$ cat src/rtl/flash_stat_pkg.sv
package flash_stat_pkg;
  typedef enum logic [2:0] {
    K_PROG   = 3'd0,
    K_SERASE = 3'd1,
    K_CERASE = 3'd2,
    K_SUSP   = 3'd3,
    K_RESUME = 3'd4,
    K_RESET  = 3'd5
  } fsr_cmd_e;

  typedef enum logic [2:0] {
    S_IDLE  = 3'd0,
    S_PROG  = 3'd1,
    S_ERASE = 3'd2,
    S_SUSP  = 3'd3,
    S_SPROG = 3'd4,
    S_GUARD = 3'd5,
    S_FAIL  = 3'd6
  } fsr_state_e;
endpackage

$ cat src/rtl/fsr_sector_map.sv
module fsr_sector_map #(
  parameter int ADDR_W    = 8,
  parameter int SECT_BITS = 2,
  localparam int NS       = 1 << SECT_BITS
) (
  input  logic [ADDR_W-1:0]  cmd_addr,
  input  logic [ADDR_W-1:0]  rd_addr,
  input  logic [NS-1:0]      cand_mask,
  input  logic [NS-1:0]      sel_mask,
  input  logic [NS-1:0]      prot_mask,
  output logic               cmd_prot,
  output logic               rd_in_sel,
  output logic [SECT_BITS:0] n_live
);
  logic [SECT_BITS-1:0] cmd_sect;
  logic [SECT_BITS-1:0] rd_sect;

  assign cmd_sect  = cmd_addr[ADDR_W-1 -: SECT_BITS];
  assign rd_sect   = rd_addr[ADDR_W-1 -: SECT_BITS];
  assign cmd_prot  = prot_mask[cmd_sect];
  assign rd_in_sel = sel_mask[rd_sect];

  always_comb begin
    n_live = '0;
    for (int i = 0; i < NS; i++) begin
      n_live = n_live + (SECT_BITS+1)'(cand_mask[i] & ~prot_mask[i]);
    end
  end
endmodule

$ cat src/rtl/fsr_op_timer.sv
module fsr_op_timer #(
  parameter int CNT_W = 8,
  parameter int LIMIT = 40,
  localparam int LW   = $clog2(LIMIT + 1)
) (
  input  logic             clk,
  input  logic             rst,
  input  logic             load,
  input  logic [CNT_W-1:0] len,
  input  logic             run,
  input  logic             chk,
  output logic             done,
  output logic             expire
);
  logic [CNT_W-1:0] rem_q;
  logic [LW-1:0]    el_q;

  always_ff @(posedge clk) begin
    if (rst) begin
      rem_q <= '0;
      el_q  <= '0;
    end else if (load) begin
      rem_q <= len;
      el_q  <= '0;
    end else if (run && rem_q != '0) begin
      rem_q <= rem_q - 1'b1;
      if (el_q != '1) el_q <= el_q + 1'b1;
    end
  end

  assign done   = run && (rem_q == CNT_W'(1));
  assign expire = run && chk && (rem_q > CNT_W'(1)) && (el_q == LW'(LIMIT - 1));
endmodule

$ cat src/rtl/fsr_read_fmt.sv
module fsr_read_fmt
  import flash_stat_pkg::*;
#(
  parameter int ADDR_W = 8
) (
  input  logic              clk,
  input  logic              rst,
  input  logic              rd_en,
  input  logic [ADDR_W-1:0] rd_addr,
  input  logic [ADDR_W-1:0] prog_addr,
  input  logic              prog_b7,
  input  logic              op_prog,
  input  logic              rd_in_sel,
  input  fsr_state_e        state,
  output logic [7:0]        stat,
  output logic              stat_hit
);
  logic prog_like, erase_like, susp_like, hit_n, b7_n, b5_n;

  always_comb begin
    prog_like  = (state == S_PROG) || (state == S_SPROG) ||
                 (((state == S_GUARD) || (state == S_FAIL)) && op_prog);
    erase_like = (state == S_ERASE) ||
                 (((state == S_GUARD) || (state == S_FAIL)) && !op_prog);
    susp_like  = (state == S_SUSP) || (state == S_SPROG);
    hit_n = 1'b0;
    b7_n  = 1'b0;
    if (prog_like && rd_addr == prog_addr) begin
      hit_n = 1'b1;
      b7_n  = ~prog_b7;
    end else if (erase_like && rd_in_sel) begin
      hit_n = 1'b1;
    end else if (susp_like && rd_in_sel) begin
      hit_n = 1'b1;
      b7_n  = 1'b1;
    end
    b5_n = hit_n && (state == S_FAIL);
  end

  always_ff @(posedge clk) begin
    if (rst) begin
      stat     <= '0;
      stat_hit <= 1'b0;
    end else if (rd_en) begin
      stat     <= {b7_n, 1'b0, b5_n, 5'b0};
      stat_hit <= hit_n;
    end
  end
endmodule

$ cat src/rtl/flash_status_resp.sv
module flash_status_resp
  import flash_stat_pkg::*;
#(
  parameter int ADDR_W          = 8,
  parameter int SECT_BITS       = 2,
  parameter int PROG_CYC        = 6,
  parameter int ERASE_CYC       = 16,
  parameter int GUARD_PROG_CYC  = 10,
  parameter int GUARD_ERASE_CYC = 24,
  parameter int LIMIT_CYC       = 40,
  localparam int NS             = 1 << SECT_BITS,
  localparam int ERASE_MAX      = ERASE_CYC * NS,
  localparam int M1             = (PROG_CYC > GUARD_PROG_CYC) ? PROG_CYC : GUARD_PROG_CYC,
  localparam int M2             = (ERASE_MAX > GUARD_ERASE_CYC) ? ERASE_MAX : GUARD_ERASE_CYC,
  localparam int LMAX           = (M1 > M2) ? M1 : M2,
  localparam int CW             = $clog2(LMAX + 1)
) (
  input  logic              clk,
  input  logic              rst,
  input  logic              cmd_valid,
  input  logic [2:0]        cmd_kind,
  input  logic [ADDR_W-1:0] cmd_addr,
  input  logic [7:0]        cmd_data,
  input  logic [NS-1:0]     prot_mask,
  input  logic              rd_en,
  input  logic [ADDR_W-1:0] rd_addr,
  output logic              ready,
  output logic [7:0]        stat,
  output logic              stat_hit
);
  fsr_state_e        state_q, state_nx;
  logic [ADDR_W-1:0] prog_addr_q;
  logic              prog_b7_q, op_prog_q, in_susp_q;
  logic [NS-1:0]     sel_q, cand_mask;
  logic              cmd_prot, rd_in_sel;
  logic [SECT_BITS:0] n_live;
  logic              take_prog, take_erase, ld_p, ld_e;
  logic [CW-1:0]     len_p, len_e;
  logic              p_done, p_exp, e_done, e_exp;
  logic              run_p, chk_p, run_e;
  fsr_cmd_e          kind;

  assign kind      = fsr_cmd_e'(cmd_kind);
  assign cand_mask = (kind == K_CERASE) ? {NS{1'b1}} : cmd_data[NS-1:0];

  fsr_sector_map #(.ADDR_W(ADDR_W), .SECT_BITS(SECT_BITS)) u_map (
    .cmd_addr(cmd_addr), .rd_addr(rd_addr), .cand_mask(cand_mask),
    .sel_mask(sel_q), .prot_mask(prot_mask),
    .cmd_prot(cmd_prot), .rd_in_sel(rd_in_sel), .n_live(n_live)
  );

  always_comb begin
    state_nx   = state_q;
    take_prog  = 1'b0;
    take_erase = 1'b0;
    ld_p       = 1'b0;
    ld_e       = 1'b0;
    len_p      = CW'(PROG_CYC);
    len_e      = CW'(n_live) * CW'(ERASE_CYC);
    unique case (state_q)
      S_IDLE: if (cmd_valid) begin
        if (kind == K_PROG) begin
          take_prog = 1'b1;
          ld_p      = 1'b1;
          if (cmd_prot) begin
            len_p    = CW'(GUARD_PROG_CYC);
            state_nx = S_GUARD;
          end else begin
            state_nx = S_PROG;
          end
        end else if ((kind == K_SERASE || kind == K_CERASE) && cand_mask != '0) begin
          take_erase = 1'b1;
          if (n_live == '0) begin
            ld_p     = 1'b1;
            len_p    = CW'(GUARD_ERASE_CYC);
            state_nx = S_GUARD;
          end else begin
            ld_e     = 1'b1;
            state_nx = S_ERASE;
          end
        end
      end
      S_PROG:  if (p_exp) state_nx = S_FAIL; else if (p_done) state_nx = S_IDLE;
      S_ERASE: if (e_exp) state_nx = S_FAIL;
               else if (e_done) state_nx = S_IDLE;
               else if (cmd_valid && kind == K_SUSP) state_nx = S_SUSP;
      S_SUSP: if (cmd_valid) begin
        if (kind == K_RESUME) begin
          state_nx = S_ERASE;
        end else if (kind == K_PROG) begin
          take_prog = 1'b1;
          ld_p      = 1'b1;
          if (cmd_prot) begin
            len_p    = CW'(GUARD_PROG_CYC);
            state_nx = S_GUARD;
          end else begin
            state_nx = S_SPROG;
          end
        end
      end
      S_SPROG: if (p_exp) state_nx = S_FAIL; else if (p_done) state_nx = S_SUSP;
      S_GUARD: if (p_done) state_nx = in_susp_q ? S_SUSP : S_IDLE;
      S_FAIL:  if (cmd_valid && kind == K_RESET) state_nx = S_IDLE;
      default: state_nx = S_IDLE;
    endcase
  end

  assign run_p = (state_q == S_PROG) || (state_q == S_SPROG) || (state_q == S_GUARD);
  assign chk_p = (state_q != S_GUARD);
  assign run_e = (state_q == S_ERASE);

  fsr_op_timer #(.CNT_W(CW), .LIMIT(LIMIT_CYC)) u_ptmr (
    .clk(clk), .rst(rst), .load(ld_p), .len(len_p), .run(run_p), .chk(chk_p),
    .done(p_done), .expire(p_exp)
  );

  fsr_op_timer #(.CNT_W(CW), .LIMIT(LIMIT_CYC)) u_etmr (
    .clk(clk), .rst(rst), .load(ld_e), .len(len_e), .run(run_e), .chk(1'b1),
    .done(e_done), .expire(e_exp)
  );

  always_ff @(posedge clk) begin
    if (rst) begin
      state_q     <= S_IDLE;
      ready       <= 1'b1;
      prog_addr_q <= '0;
      prog_b7_q   <= 1'b0;
      op_prog_q   <= 1'b0;
      in_susp_q   <= 1'b0;
      sel_q       <= '0;
    end else begin
      state_q <= state_nx;
      ready   <= (state_nx == S_IDLE) || (state_nx == S_SUSP);
      if (take_prog) begin
        prog_addr_q <= cmd_addr;
        prog_b7_q   <= cmd_data[7];
        op_prog_q   <= 1'b1;
        in_susp_q   <= (state_q == S_SUSP);
      end else if (take_erase) begin
        sel_q     <= cand_mask;
        op_prog_q <= 1'b0;
        in_susp_q <= 1'b0;
      end
    end
  end

  fsr_read_fmt #(.ADDR_W(ADDR_W)) u_fmt (
    .clk(clk), .rst(rst), .rd_en(rd_en), .rd_addr(rd_addr),
    .prog_addr(prog_addr_q), .prog_b7(prog_b7_q), .op_prog(op_prog_q),
    .rd_in_sel(rd_in_sel), .state(state_q), .stat(stat), .stat_hit(stat_hit)
  );
endmodule

$ cat config.mk
export PLATFORM = sky130hd
export DESIGN_NAME = flash_status_resp
export DESIGN_NICKNAME = d
export VERILOG_FILES = /design/src/rtl/flash_stat_pkg.sv /design/src/rtl/fsr_sector_map.sv /design/src/rtl/fsr_op_timer.sv /design/src/rtl/fsr_read_fmt.sv /design/src/rtl/flash_status_resp.sv
export SDC_FILE = /design/constraint.sdc
export NUM_CORES = 1
export LEC_CHECK = 0
export ABC_AREA = 1
export BUFFER_PORTS_ARGS = -buffer_cell sky130_fd_sc_hd__buf_2
export CAP_MARGIN = 30
export CORE_MARGIN = 5
export CORE_UTILIZATION = 57
export CTS_CLUSTER_SIZE = 24
export DETAILED_ROUTE_END_ITERATION = 10
export GPL_TIMING_DRIVEN = 0
export HOLD_SLACK_MARGIN = 0.12
export PLACE_DENSITY = 0.8
export SYNTH_ARGS = -nofsm -noshare
export SYNTH_HDL_FRONTEND = slang
export SYNTH_SLANG_ARGS = --single-unit
$ cat constraint.sdc
create_clock -name clk -period 3 [get_ports clk]
set_input_delay 0.15 -clock clk [delete_from_list [all_inputs] [get_ports clk]]
set_output_delay 0.15 -clock clk [all_outputs]
set_load 0.01 [all_outputs]
# --- After elaboration in Yosys (flattened, before gate mapping) ---
# Cells that the tools add are included.
totals:
  inputBits: 35
  reg_bits: 48
op_classes:
  bitwise_logic: 10
  n_reduce_logical: 42
  add_sub_neg: 7
  n_eq_ne: 20
  mux: 65
  magnitude_cmp: 4
ops:
  columns: ["op", "count"]
  rows:
  - ["$mux W7", 9]
  - ["$mux W3", 17]
  - ["$mux W1", 28]
  - ["$pmux W3 S7", 1]
  - ["$logic_and A1 B1 Y1", 18]
  - ["$eq A3 B2 Y1 const B", 5]
  - ["$eq A3 B3 Y1 const B", 5]
  - ["$eq A7 B1 Y1 const B", 2]
  - ["$gt A7 B1 Y1 const B", 2]
  - ["$pmux W7 S2", 1]
  - ["$reduce_bool A7 Y1", 2]
  - ["$sub A7 B1 Y7 const B", 2]
  - ["$add A6 B1 Y6 const B", 2]
  - ["$and A1 B3 Y3", 4]
  - ["$eq A6 B6 Y1 const B", 2]
  - ["$logic_not A3 Y1", 4]
  - ["$ne A6 B6 Y1 const B", 2]
  - ["$not A1 Y3", 4]
  - ["$mux W5", 2]
  - ["$add A3 B3 Y3", 3]
  - ["$eq A8 B8 Y1", 1]
  - ["$logic_or A1 B1 Y1", 8]
  - ["$mux W4", 2]
  - ["$eq A3 B1 Y1 const B", 2]
  - ["11 further kinds", 20]

# --- Longest topological paths before layout ---
logic_depth:
  word_depth: 14
  mapped_depth: 17

# --- Modules after synthesis ---
# Synthesis repeated with hierarchy kept, for this count alone.
hier_totals:
  cells_unflattened: 575
  hier_area_um2: 3677.3
modules_own_cells:
  columns: ["module", "instances", "cells_each", "seq_area_each_um2", "area_per_inst_um2"]
  rows:
  - ["fsr_op_timer", 2, 136, 260.2, 932.1]
  - ["flash_status_resp", 1, 194, 380.4, 1231.2]
  - ["fsr_read_fmt", 1, 73, 60.1, 407.9]
  - ["fsr_sector_map", 1, 36, 0.0, 173.9]

# --- Worst setup path before layout ---
# Ideal clock, no wire load.
synth_timing:
  kind: "in2reg"
  from: "input cmd_kind[2]"
  to: "register ready"
  setup_time_ns: 0.132
  path_slack_ns: 0.709
  n_path_buf: 0
  arrival_ns: 2.159
  required_time_ns: 2.868
  cell_stages: 14
  path_cell_list: "inv_2 > nand3_4 > a21oi_1 > fa_1 > ha_1 > ha_1 > nor2_1 > nand2_1 > inv_1 > nand3_1 > a21oi_1 > nor2_1 > nand3_1 > nand3_1"
synth_via:
  elab_chain_cells: 14
  elab_cells_between_ends: 35
  cone_classes: "add/sub: 3; eq/ne: 6; mux: 13; bitwise: 4; reduce/logical: 9"
synth_rtl:
  columns: ["item", "line", "rtl"]
  rows:
  - ["start, declared", "flash_status_resp.sv:21", "input logic [2:0] cmd_kind,"]
  - ["$eq A3 B2 Y1", "flash_status_resp.sv:44, flash_status_resp.sv:71", null]
  - ["$mux W4", "flash_status_resp.sv:44", "assign cand_mask = (kind == K_CERASE) ? {NS{1'b1}} : cmd_data[NS-1:0];"]
  - ["$and A1 B3 Y3", "fsr_sector_map.sv:26", "n_live = n_live + (SECT_BITS+1)'(cand_mask[i] & ~prot_mask[i]);"]
  - ["$add A3 B3 Y3 (3 in series)", "fsr_sector_map.sv:26", null]
  - ["$logic_not A3 Y1", "flash_status_resp.sv:73", "if (n_live == '0) begin"]
  - ["$mux W3", "flash_status_resp.sv:73", null]
  - ["$mux W3", "flash_status_resp.sv:71", "end else if ((kind == K_SERASE || kind == K_CERASE) && cand_mask != '0) begin"]
  - ["$mux W3", "flash_status_resp.sv:62", "if (kind == K_PROG) begin"]
  - ["$mux W3", "flash_status_resp.sv:61", "S_IDLE: if (cmd_valid) begin"]
  - ["$pmux W3 S7 *", "flash_status_resp.sv:60", "unique case (state_q)"]
  - ["$eq A3 B2 Y1 or $logic_not A3 Y1 (tied branches)", "flash_status_resp.sv:133", "ready <= (state_nx == S_IDLE) || (state_nx == S_SUSP);"]
  - ["$logic_or A1 B1 Y1 *", "flash_status_resp.sv:133", null]
  - ["end signal, assigned", "flash_status_resp.sv:133", null]
  - ["end, declared", "flash_status_resp.sv:27", "output logic ready,"]
# Every way passes the cells marked *; elsewhere a longest branch is shown, timed or not.
# A chain may end at the register's enable or synchronous reset.

# --- Final worst setup path ---
layout_timing:
  from: "input cmd_kind[2]"
  to: "register u_ptmr.rem_q[3]"
layout_via:
  elab_chain_cells: 13
  elab_cells_between_ends: 34
  cone_classes: "add/sub: 3; eq/ne: 3; mux: 18; bitwise: 4; reduce/logical: 6"
layout_rtl:
  columns: ["item", "line", "rtl"]
  rows:
  - ["$eq A3 B2 Y1", "flash_status_resp.sv:44, flash_status_resp.sv:71", null]
  - ["$mux W4", "flash_status_resp.sv:44", null]
  - ["$and A1 B3 Y3", "fsr_sector_map.sv:26", null]
  - ["$add A3 B3 Y3 (3 in series)", "fsr_sector_map.sv:26", null]
  - ["$logic_not A3 Y1", "flash_status_resp.sv:73", null]
  - ["$mux W5 or $mux W1 (tied branches)", "flash_status_resp.sv:73", null]
  - ["$mux W5 or $mux W1 (tied branches)", "flash_status_resp.sv:71", null]
  - ["$mux W7 or $mux W1 (tied branches)", "flash_status_resp.sv:62", null]
  - ["$mux W7 or $mux W1 (tied branches)", "flash_status_resp.sv:61", null]
  - ["$pmux W7 S2 or $pmux W1 S2 (tied branches)", "flash_status_resp.sv:60", null]
  - ["$mux W7 or $reduce_bool A2 Y1 (tied branches)", null, null]
  - ["end signal, assigned", "fsr_op_timer.sv:23", "rem_q <= len;"]
  - ["end signal, assigned", "fsr_op_timer.sv:26", "rem_q <= rem_q - 1'b1;"]
  - ["end, declared", "fsr_op_timer.sv:15", "logic [CNT_W-1:0] rem_q;"]
# Parallel ways exist; a longest one is shown, timed or not.

==> results.sh <==
export IMPL_status="finished, final reports clean"
export IMPL_min_period_over_period_pct=79.8
export IMPL_synth_warnings=0
export IMPL_skew_ps=5.23
export IMPL_synth_top_area_share_pct=32.5
export IMPL_hold_ws_ps=136
export IMPL_area_growth_pct=15.3
export IMPL_synth_area_um2=2960
export IMPL_cts_hold_buf=8
export IMPL_clk_pin_slew_ps=80
export IMPL_timing_fmax_mhz=418
export IMPL_tightest_slew_ps=618
export IMPL_regArea_um2=961
export IMPL_io_buffers=35
export IMPL_grt_setup_unrepaired="no"
export IMPL_ys_top_cells_by_count="nand2_1, inv_1, dfxtp_1"
export IMPL_cp_arrival_ps=2620
export IMPL_avgSynthCellArea_um2=6.87
export IMPL_die_area_um2=6730
export IMPL_cp_end_kind="flip-flop"
export IMPL_ir_drop_uv=290
export IMPL_rows=26
export IMPL_grt_pass1_wl_mm=11.6
export IMPL_synth_top_cells_by_area="dfxtp_1, nand2_1, inv_1"
export IMPL_ant_nets=0
export IMPL_ys_ff_latch=48
export IMPL_ys_flop_type="dfxtp_1"
export IMPL_drive_gt1_share_pct=17.9
export IMPL_max_slew_margin_rel_pct=58.5
export IMPL_critPathRequiredTime_ps=3230
export IMPL_finalWirelength_mm=6.39
export IMPL_start_util_pct=58.3
export IMPL_clockPowerShare_pct=21.6
export IMPL_cts_tree="yes"
export IMPL_power_uw=1800
export IMPL_crit_fanout=8
export IMPL_overflow=0
export IMPL_swShare_pct=37.2
export IMPL_die_x_um=82.1
export IMPL_period_minus_slack_ps=2390
export IMPL_track_usage_pct=21.5
export IMPL_synth_cells=431
export IMPL_fin_cells=557
export IMPL_pre_cts_ws_ps=290
export IMPL_clkLatencyLatePin_ps=290
export IMPL_cts_sinks=48
export IMPL_numPlacedInstances=541
export IMPL_yosysTopAreaCell="dfxtp_1"
export IMPL_final_nets=530
export IMPL_vias=2794
export IMPL_io_pins=45
export IMPL_dp_hpwl_mm=4.93
export IMPL_power_switching_uw=669
export IMPL_root_buffer="clkbuf_8"
export IMPL_drv_slew=0
export IMPL_cts_max_path_buffers=2
export IMPL_setup_viol=0
export IMPL_drtIter0Drc=150
export IMPL_drc=0
export IMPL_grt_max_degree=14
export IMPL_routedWlPerCell_um=11.5
export IMPL_hold_viol=0
export IMPL_coreArea_um2=5070
export IMPL_vias_per_cell=5.02
export IMPL_cts_buffers=5
export IMPL_antenna_found_initial=0
export IMPL_dr_pass1_iters=4
export IMPL_p_int_uw=1130
export IMPL_seqPwrFrac_pct=41.8
export IMPL_post_cts_buffers=0
export IMPL_fill_cells=459
export IMPL_yosysSeqAreaShare_pct=32.5
export IMPL_drv_cap=0
export IMPL_power_density_nw_per_um2=527
export IMPL_synth_async_reset_ratio_pct=0
export IMPL_tns_ps=0
export IMPL_antennaDiodeCount=0
export IMPL_hold_path_class="primary input to flip-flop"
export IMPL_yosysMostFrequentCell="nand2_1"
export IMPL_cts_resized=0
export IMPL_gp_congestion=0.893
export IMPL_ys_types=41
export IMPL_htree_levels=2
export IMPL_p_leak_uw=0.00152
export IMPL_die_h_um=82.1
export IMPL_path_class="primary input to flip-flop"
export IMPL_cp_start_kind="primary input"
export IMPL_multi_input_comb_area_um2=1700
export IMPL_synth_edf_count=0
export IMPL_grt_pass1_vias=2741
export IMPL_setup_ws_ps=605
export IMPL_p_comb_share_pct=36.6
## registers in the layout, indices dropped and copies added, names as in the netlist
name,cells
op_prog_q,1
u_ptmr.el_q,6
sel_q,4
in_susp_q,1
ready,1
state_q,3
prog_addr_q,8
u_fmt.stat,2
u_etmr.rem_q,7
prog_b7_q,1
u_ptmr.rem_q,7
u_etmr.el_q,6
u_fmt.stat_hit,1
## routing by layer
| metal | share of wire [%] | track usage [%] | vias up |
|---|---|---|---|
| met3 | 4.3 | 3.95 | 4 |
| met2 | 50 | 38.4 | 53 |
| met5 | 0 | 0 | - |
| li1 | - | - | 1492 |
| met4 | 0.60 | 5.81 | 0 |
| met1 | 45 | 26.4 | 1245 |
## stage by stage
stage,instance area [µm²],utilization [%]
after floorplan,2980,-
after global placement,3240,63.9
after detailed placement,3240,63.9
after CTS,3410,67.2
after global routing,3410,67.2
final,3410,67.2
## path summary, 6_finish.rpt
| path | start | end | slack, ps | cells after the start |
|---|---|---|---|---|
| setup / recovery | cmd_kind[2] | u_ptmr.rem_q[3]$_SDFFE_PP0P_ | 610 | 16 |
| hold / removal | cmd_data[1] | sel_q[1]$_SDFFE_PP0P_ | 140 | 3 |
| hold reg to reg | prog_b7_q$_SDFFE_PP0P_ | prog_b7_q$_SDFFE_PP0P_ | 460 | 2 |
| setup reg to reg | u_etmr.rem_q[0]$_SDFFE_PP0P_ | u_etmr.el_q[2]$_SDFFE_PP0P_ | 1100 | 10 |
## cells by family (layout without fill, tap and decap cells)
kind of cell | count (synthesis) | count (layout) | synth area share [%]
AND/OR/NAND/NOR | 213 | 213 | 33.7
buffers and inverters | 74 | 125 | 10.8
AO/OA/AOI/OAI | 70 | 70 | 14.1
flip-flops | 48 | 48 | 32.5
XOR/XNOR | 16 | 16 | 4.74
adder cells (fa/ha/maj) | 9 | 9 | 4.06
other | 1 | 6 | 0.127
## cell usage in the layout (no fill, tap or decap), types with 6 or more instances in the layout
cell type and n:
nand2_1 92, conb_1 6, a21oi_1 34, dlygate4sd3_1 8
inv_2 7, nor2_1 46, buf_2 36, o21ai_0 20
inv_1 54, xnor2_1 12, ha_1 8, nand2_2 7
buf_4 7, clkbuf_8 6, dfxtp_1 48, nand3_1 38
## power groups by stage
stage                     logic, µW  registers, µW  clock network [µW]
after floorplan                 506            755                   0
after global placement          627            762                   0
after detailed placement        646            762                   0
after CTS                       654            749                 406
after global routing            761            760                 431
final                           658            751                 387
## layout make-up
type	instances	area share [%]
clock buffer	8	2.64
buffer	13	2.68
tap	70	2.57
inverter	61	6.71
timing repair buffer	43	7.48
multi-input combinational	314	49.7
sequential	48	28.2
## worst max-delay path: stages
cell     delay, ps
buf_2          110
inv_2          110
nand3_4        130
a21oi_1        200
fa_1           450
ha_1           210
ha_1           290
nor2_1         110
nand2_1        120
inv_1          120
nand3_1         80
a21oi_1        210
nor2_1         110
nand2_1         80
nor2_1          40
nor2_1          80
Power figures use the tool's default switching activity.
